[config.mk]
export PLATFORM = sky130hd
export DESIGN_NAME = simt_mask_stack
export DESIGN_NICKNAME = d
export VERILOG_FILES = /design/src/rtl/dms_pkg.sv /design/src/rtl/dms_ctrl.sv /design/src/rtl/dms_store.sv /design/src/rtl/simt_mask_stack.sv
export SDC_FILE = /design/constraint.sdc
export NUM_CORES = 1
export LEC_CHECK = 0
export ABC_AREA = 1
export BUFFER_PORTS_ARGS = -buffer_cell sky130_fd_sc_hd__buf_2
export CELL_PAD_IN_SITES_DETAIL_PLACEMENT = 1
export CELL_PAD_IN_SITES_GLOBAL_PLACEMENT = 1
export CORE_UTILIZATION = 48
export CTS_BUF_LIST = sky130_fd_sc_hd__clkbuf_8
export CTS_CLUSTER_DIAMETER = 60
export DETAILED_ROUTE_END_ITERATION = 12
export MAX_ROUTING_LAYER = met4
export PLACE_DENSITY_LB_ADDON = 0.15
export SLEW_MARGIN = 10
export SYNTH_ARGS = -nofsm -noshare
export SYNTH_HDL_FRONTEND = slang
export SYNTH_HIERARCHICAL = 1
export SYNTH_SLANG_ARGS = --single-unit
[constraint.sdc]
create_clock -name clk -period 6.2 [get_ports clk]
set_input_delay 0.93 -clock clk [delete_from_list [all_inputs] [get_ports clk]]
set_output_delay 0.93 -clock clk [all_outputs]
set_load 0.03 [all_outputs]
[src/rtl/dms_pkg.sv]
`timescale 1ns/1ps
package dms_pkg;

    typedef enum logic [1:0] {
        CMD_IDLE = 2'b00,
        CMD_PUSH = 2'b01,
        CMD_ELSE = 2'b10,
        CMD_POP  = 2'b11
    } dms_cmd_e;

    // How the next active mask is formed
    typedef enum logic [1:0] {
        SEL_HOLD,
        SEL_AND_PRED,
        SEL_TOP_INV,
        SEL_TOP
    } dms_sel_e;

endpackage

[src/rtl/dms_ctrl.sv]
`timescale 1ns/1ps
module dms_ctrl #(
    parameter int DEPTH = 8,
    parameter int LW    = 4
) (
    input  dms_pkg::dms_cmd_e cmd_i,
    input  logic [LW-1:0]     level_i,
    output logic [LW-1:0]     level_o,
    output dms_pkg::dms_sel_e sel_o,
    output logic              wr_en_o,
    output logic              ovf_o,
    output logic              unf_o
);
    import dms_pkg::*;

    localparam logic [LW-1:0] FULL_LVL = LW'(DEPTH);

    logic full_w;
    logic empty_w;

    assign full_w  = (level_i == FULL_LVL);
    assign empty_w = (level_i == '0);

    always_comb begin
        level_o = level_i;
        sel_o   = SEL_HOLD;
        wr_en_o = 1'b0;
        ovf_o   = 1'b0;
        unf_o   = 1'b0;
        unique case (cmd_i)
            CMD_PUSH: begin
                if (full_w) begin
                    ovf_o = 1'b1;
                end else begin
                    wr_en_o = 1'b1;
                    level_o = level_i + 1'b1;
                    sel_o   = SEL_AND_PRED;
                end
            end
            CMD_ELSE: begin
                if (empty_w) unf_o = 1'b1;
                else         sel_o = SEL_TOP_INV;
            end
            CMD_POP: begin
                if (empty_w) begin
                    unf_o = 1'b1;
                end else begin
                    level_o = level_i - 1'b1;
                    sel_o   = SEL_TOP;
                end
            end
            default: ;
        endcase
    end
endmodule

[src/rtl/dms_store.sv]
`timescale 1ns/1ps
module dms_store #(
    parameter int LANES = 32,
    parameter int DEPTH = 8,
    parameter int IW    = 3
) (
    input  logic             clk,
    input  logic             rst_n,
    input  logic             wr_en_i,
    input  logic [IW-1:0]    wr_idx_i,
    input  logic [LANES-1:0] wr_data_i,
    input  logic [IW-1:0]    rd_idx_i,
    output logic [LANES-1:0] rd_data_o
);
    logic [LANES-1:0] slot_q [DEPTH];

    for (genvar g = 0; g < DEPTH; g++) begin : g_slot
        logic [LANES-1:0] slot_d;
        always_comb begin
            slot_d = slot_q[g];
            if (wr_en_i && (wr_idx_i == IW'(g))) slot_d = wr_data_i;
        end
        always_ff @(posedge clk) begin
            if (!rst_n) slot_q[g] <= '1;
            else        slot_q[g] <= slot_d;
        end
    end

    assign rd_data_o = slot_q[rd_idx_i];

    // a saved mask lands in the addressed slot
    p_write_lands_r6: assert property (@(posedge clk) disable iff (!rst_n)
        wr_en_i |=> slot_q[$past(wr_idx_i)] == $past(wr_data_i));

endmodule

[src/rtl/simt_mask_stack.sv]
`timescale 1ns/1ps
module simt_mask_stack #(
    parameter int LANES = 32,
    parameter int DEPTH = 8
) (
    input  logic             clk,
    input  logic             rst_n,
    input  logic [1:0]       cmd_i,
    input  logic [LANES-1:0] pred_i,
    output logic [LANES-1:0] active_mask_o,
    output logic             overflow_o,
    output logic             underflow_o
);
    import dms_pkg::*;

    localparam int LW = $clog2(DEPTH + 1);
    localparam int IW = (DEPTH > 1) ? $clog2(DEPTH) : 1;
    localparam logic [LW-1:0] FULL_LVL = LW'(DEPTH);

    typedef struct packed {
        logic [LANES-1:0] mask;
        logic [LW-1:0]    level;
        logic             ovf;
        logic             unf;
    } state_t;

    state_t state_d, state_q;

    dms_cmd_e         cmd_w;
    dms_sel_e         sel_w;
    logic [LW-1:0]    level_w;
    logic             wr_en_w;
    logic             ovf_w;
    logic             unf_w;
    logic [LANES-1:0] top_w;
    logic [IW-1:0]    wr_idx_w;
    logic [IW-1:0]    rd_idx_w;

    assign cmd_w    = dms_cmd_e'(cmd_i);
    assign wr_idx_w = IW'(state_q.level);
    assign rd_idx_w = IW'(state_q.level - 1'b1);

    dms_ctrl #(.DEPTH(DEPTH), .LW(LW)) u_ctrl (
        .cmd_i   (cmd_w),
        .level_i (state_q.level),
        .level_o (level_w),
        .sel_o   (sel_w),
        .wr_en_o (wr_en_w),
        .ovf_o   (ovf_w),
        .unf_o   (unf_w)
    );

    dms_store #(.LANES(LANES), .DEPTH(DEPTH), .IW(IW)) u_store (
        .clk       (clk),
        .rst_n     (rst_n),
        .wr_en_i   (wr_en_w),
        .wr_idx_i  (wr_idx_w),
        .wr_data_i (state_q.mask),
        .rd_idx_i  (rd_idx_w),
        .rd_data_o (top_w)
    );

    always_comb begin
        state_d       = state_q;
        state_d.level = level_w;
        state_d.ovf   = ovf_w;
        state_d.unf   = unf_w;
        unique case (sel_w)
            SEL_AND_PRED: state_d.mask = state_q.mask & pred_i;
            SEL_TOP_INV:  state_d.mask = top_w & ~pred_i;
            SEL_TOP:      state_d.mask = top_w;
            default:      state_d.mask = state_q.mask;
        endcase
    end

    always_ff @(posedge clk) begin
        if (!rst_n) begin
            state_q.mask  <= '1;
            state_q.level <= '0;
            state_q.ovf   <= 1'b0;
            state_q.unf   <= 1'b0;
        end else begin
            state_q <= state_d;
        end
    end

    assign active_mask_o = state_q.mask;
    assign overflow_o    = state_q.ovf;
    assign underflow_o   = state_q.unf;

    logic full_q;
    logic empty_q;
    assign full_q  = (state_q.level == FULL_LVL);
    assign empty_q = (state_q.level == '0);

    p_idle_hold_r2: assert property (@(posedge clk) disable iff (!rst_n)
        (cmd_i == 2'b00) |=> $stable(active_mask_o) && $stable(state_q.level));

    p_push_and_r3: assert property (@(posedge clk) disable iff (!rst_n)
        (cmd_i == 2'b01 && !full_q) |=> active_mask_o == $past(active_mask_o & pred_i));

    p_else_inv_r4: assert property (@(posedge clk) disable iff (!rst_n)
        (cmd_i == 2'b10 && !empty_q) |=>
            active_mask_o == $past(top_w & ~pred_i) && $stable(state_q.level));

    p_pop_restore_r5: assert property (@(posedge clk) disable iff (!rst_n)
        (cmd_i == 2'b01 && !full_q) ##1 (cmd_i == 2'b11) |=>
            active_mask_o == $past(active_mask_o, 2));

    p_level_bound_r6: assert property (@(posedge clk) disable iff (!rst_n)
        state_q.level <= FULL_LVL);

    p_no_overflow_r7: assert property (@(posedge clk) disable iff (!rst_n)
        (cmd_i == 2'b01 && full_q) |=>
            overflow_o && $stable(active_mask_o) && $stable(state_q.level));

    p_underflow_r8: assert property (@(posedge clk) disable iff (!rst_n)
        ((cmd_i == 2'b11 || cmd_i == 2'b10) && empty_q) |=>
            underflow_o && $stable(active_mask_o));

    p_flag_excl_r8: assert property (@(posedge clk) disable iff (!rst_n)
        $onehot0({overflow_o, underflow_o}));

endmodule

# == After elaboration in Yosys (flattened, before gate mapping) ==
# Memory sizes are Yosys's and may differ from the RTL's.
# Cells that the tools add are included.
# classes
add_sub_neg,2
eq_ne,24
n_mux,30
bitwise_logic,11
n_reduce_logical,24
# op_table
cell,count
$mux 32,16
$pmux 32 s3,1
$and 32x32->32,2
$not 32->32,1
$reduce_and 2->1,10
$eq 3x3->1 const B,4
$eq 2x2->1 const B,4
$logic_and 1x1->1,8
$mux 4,2
$ne 1x1->1 const B,8
$or 1x1->1,8
$pmux 4 s2,1
$mux 1,7
$eq 3x2->1 const B,2
$pmux 2 s3,1
$add 4x1->4 const B,1
$eq 2x1->1 const B,2
$eq 4x4->1 const B,1
$logic_not 4->1,1
$mux 2,2
$ne 2x2->1 const B,2
$sub 4x1->4 const B,1
$eq 3x1->1 const B,1
$logic_not 3->1,1
other kinds (4),4
# word_totals
reg_bits,38
ram_bits,256
wordCells,96
mem_count,1
# memory_table
memory,words,width,read_ports,rd_clocked_by_memory_dff,write_ports,line_no,text
u_store.slot_q,8,32,1,0,8,dms_store.sv:15,logic [LANES-1:0] slot_q [DEPTH];

# == Depth between registers and ports, before layout ==
# depth
word_depth,7
mapped_depth,13
ltp_nobuf,12

# == Modules after synthesis ==
# Netlist, hierarchy kept.
# by_module_without_submodules
module,instances,cells_each,area_per_inst_um2,seq_area_each_um2
dms_store,1,1451,12539.5,7687.4
simt_mask_stack,1,426,2487.4,760.7
dms_ctrl,1,55,274.0,0.0

# == Worst setup path after synthesis ==
# No wires, ideal clock.
# synth_timing
path_kind,input to register
startpoint,in cmd_i[0]
endpoint,"mem u_store.slot_q[5][0], enable pin"
t_arrival_ps,3833
slack_ps,1902
stages,6
cell_sequence,inv_2 -> nor2_2 -> inv_1 -> nor2_2 -> nand2_2 -> o21ai_0
# synth_lines
item,line_no,text
from (decl),simt_mask_stack.sv:8,"input logic [1:0] cmd_i,"
to (decl),dms_store.sv:15,

==> reports/results.ini <==
[synth]
ys_ff_latch = 294
yosysSeqAreaShare_pct = 55.2
syn_avg_cell_area_um2 = 7.92
synth_cell_types = 24
synthesis.nets = 1971
netlist_area_um2 = 15300
ys_warn_count = 6
netlist_instances = 1932

[clock_network]
hold_buffers = 0
clock_latency_ns = 0.57
clk_pin_slew_ns = 0.06
cts.repair.resized = 0
cts_tree = built
cts_sinks = 294
clockBufferDepth = 3
cts_setup_buffers = 0
cts_buffers = 53
cts-root-buf = clkbuf_8
htreeDepth = 2

[floorplanning]
start_util_pct = 48.6
die_y_um = 181
dieWidth_um = 181
core_area_um2 = 31500
io_pins = 70
dieArea_um2 = 32600
row_count = 65

[timing]
fin_crit_sh_pct = 59.9
finalHoldViolations = 0
maxSlewViolCount = 0
min_period_ns = 3.72
tightest_slew_ns = 1.17
skew_ns = 0.0223
setup_tns_ns = 0
setup_violations = 0
fmax_ghz = 0.269
relSlewSlack_pct = 21.7
hold_slack_ns = 0.546
rsz0062_at_grt = false

[placed_design]
dpl.hpwl_um = 24900
place.gp.congestion = 0.755
port-buffer-count = 69

[pwr]
p_leak_nw = 8.33
p_total_mw = 4.74
irDropWorstVdd_v = 0.000172
powerDensity_nw_per_um2 = 288

[detailed_routing]
dr.first_iter.drc_count = 651
drc = 0
dr.pass1.iters = 5
vias = 12156
wl_per_cell_um = 18.2
drt_wl_total_um = 43600
viasPerCell = 5.07
ant_nets = 0

[critical_path]
required_ns = 6.49
startpoint_type = flip-flop
slowest_delay_ns = 0.75
cpMaxStageDelayCell = nor2_2
ff2ff_path_depth = 11
arrival_ns = 4.01
path_cells = inv_1 -> ha_1 -> nand3_2 -> clkinv_1 -> nor2_2 -> inv_1 -> nor2_2 -> nand3_1 -> nor2_2 -> buf_4 -> nand2_1
cp_max_fo = 21
worst_path_most_repeated_cell = nor2_2
worstSetupEndpointType = flip-flop
critical_path_class = flip-flop to flip-flop

[finish]
n_antenna_cell = 0
post-route-util_pct = 52.3
nFillCells = 3923
fin_nets = 1996
layout_common_cells = nand2_1 (863), inv_1 (422), edfxtp_1 (256)
syn2layout_area_growth_pct = 7.64
mostFrequentLayoutCell = nand2_1
drive_gt1_share_pct = 9.06

[global_routing]
grt_pass1_wl_um = 69800
grt_pass1_vias = 13207
overflow = 0
grt_start_max_net_pins = 97
grt_usage_pct = 28.5
grt_antenna_before_repair = 0

[worst_hold_path]
hp-class = flip-flop to flip-flop
worstHoldPathCells = 4

[job]
cap_violations = 0

[status]
status = complete, no violations

## sequential cells by signal, indices dropped and copies added (netlist names)
signal	flops
underflow_o	1
u_store/slot_q	256
state_q	4
active_mask_o	32
overflow_o	1
## metrics by stage
stage          instances  worst slack (ns)  instance area (µm²)
2_1_floorplan       1932              1.90                15300
3_3_place_gp        2304              2.66                15600
3_5_place_dp        2304              2.57                15600
4_1_cts             2399              2.53                16500
5_1_grt             2399              2.25                16500
6_report            2399              2.48                16500
## final timing paths
check                            startpoint                                 end  slack (ns)
max                   state_q[2]$_SDFF_PN0_  u_store/slot_q[1][4]$_SDFFCE_PN1P_        2.48
max reg2reg           state_q[2]$_SDFF_PN0_  u_store/slot_q[1][4]$_SDFFCE_PN1P_        2.48
min reg2reg  active_mask_o[13]$_SDFFE_PN1P_      active_mask_o[13]$_SDFFE_PN1P_        0.55
min          active_mask_o[13]$_SDFFE_PN1P_      active_mask_o[13]$_SDFFE_PN1P_        0.55
## critical path, delay by kind of cell, from the launching register on
kind,cells,cell delay [ns]
buffers and inverters,4,0.85
and+or+nand+nor,6,1.58
adders and majority gates,1,0.36
DFF,1,0.62
## Yosys cell counts
cell type / number / area share, %
nor2_2: 10 / 0.41
nand2_1: 864 / 21
o21ai_0: 4 / 0.13
buf_4: 55 / 2.7
buf_2: 41 / 1.3
edfxtp_1: 256 / 50
xor2_1: 2 / 0.11
clkinv_1: 9 / 0.22
buf_6: 14 / 1.0
or2_1: 1 / 0.041
nand3_1: 175 / 5.7
a21oi_1: 2 / 0.065
nor2_1: 35 / 0.86
nand4_1: 1 / 0.041
nor3_4: 3 / 0.32
clkbuf_1: 9 / 0.22
dfxtp_1: 38 / 5.0
buf_1: 5 / 0.12
nand2_2: 1 / 0.041
nand3_2: 1 / 0.065
inv_2: 4 / 0.098
ha_1: 3 / 0.25
inv_1: 398 / 9.8
inv_4: 1 / 0.041
## routing by layer
layer,track usage (%),share of wire [%],vias up
li1,-,-,5804
met4,10.1,3.0,0
met1,33.9,43,5960
met2,50.0,50,285
met3,3.27,4.3,107
met5,-,0,-
## power breakdown
group	switching, mW	internal (mW)	leakage, nW
Sequential	0.0366	2.19	2.06
Clock	0.796	0.789	0.562
Combinational	0.696	0.234	5.70
## cell type report
type / count / area [µm²] / area share [%]
Inverter: 412 / 1550 / 9.42
Tap cell: 402 / 503 / 3.05
Timing Repair Buffer: 94 / 533 / 3.24
Clock inverter: 42 / 163 / 0.988
Sequential cell: 294 / 8450 / 51.3
Multi-Input combinational cell: 1102 / 4540 / 27.6
Clock buffer: 53 / 729 / 4.43
## cells by family (layout without fill, tap and decap cells)
kind of cell	count (synthesis)	count (layout)	share of synthesized area [%]
xor+xnor	2	2	0.115
fa+ha+maj	3	3	0.245
simple gates	1091	1091	28.7
buf+inv	536	601	15.5
compound gates	6	6	0.196
flops	294	294	55.2
(Power assumes the default switching activity.)
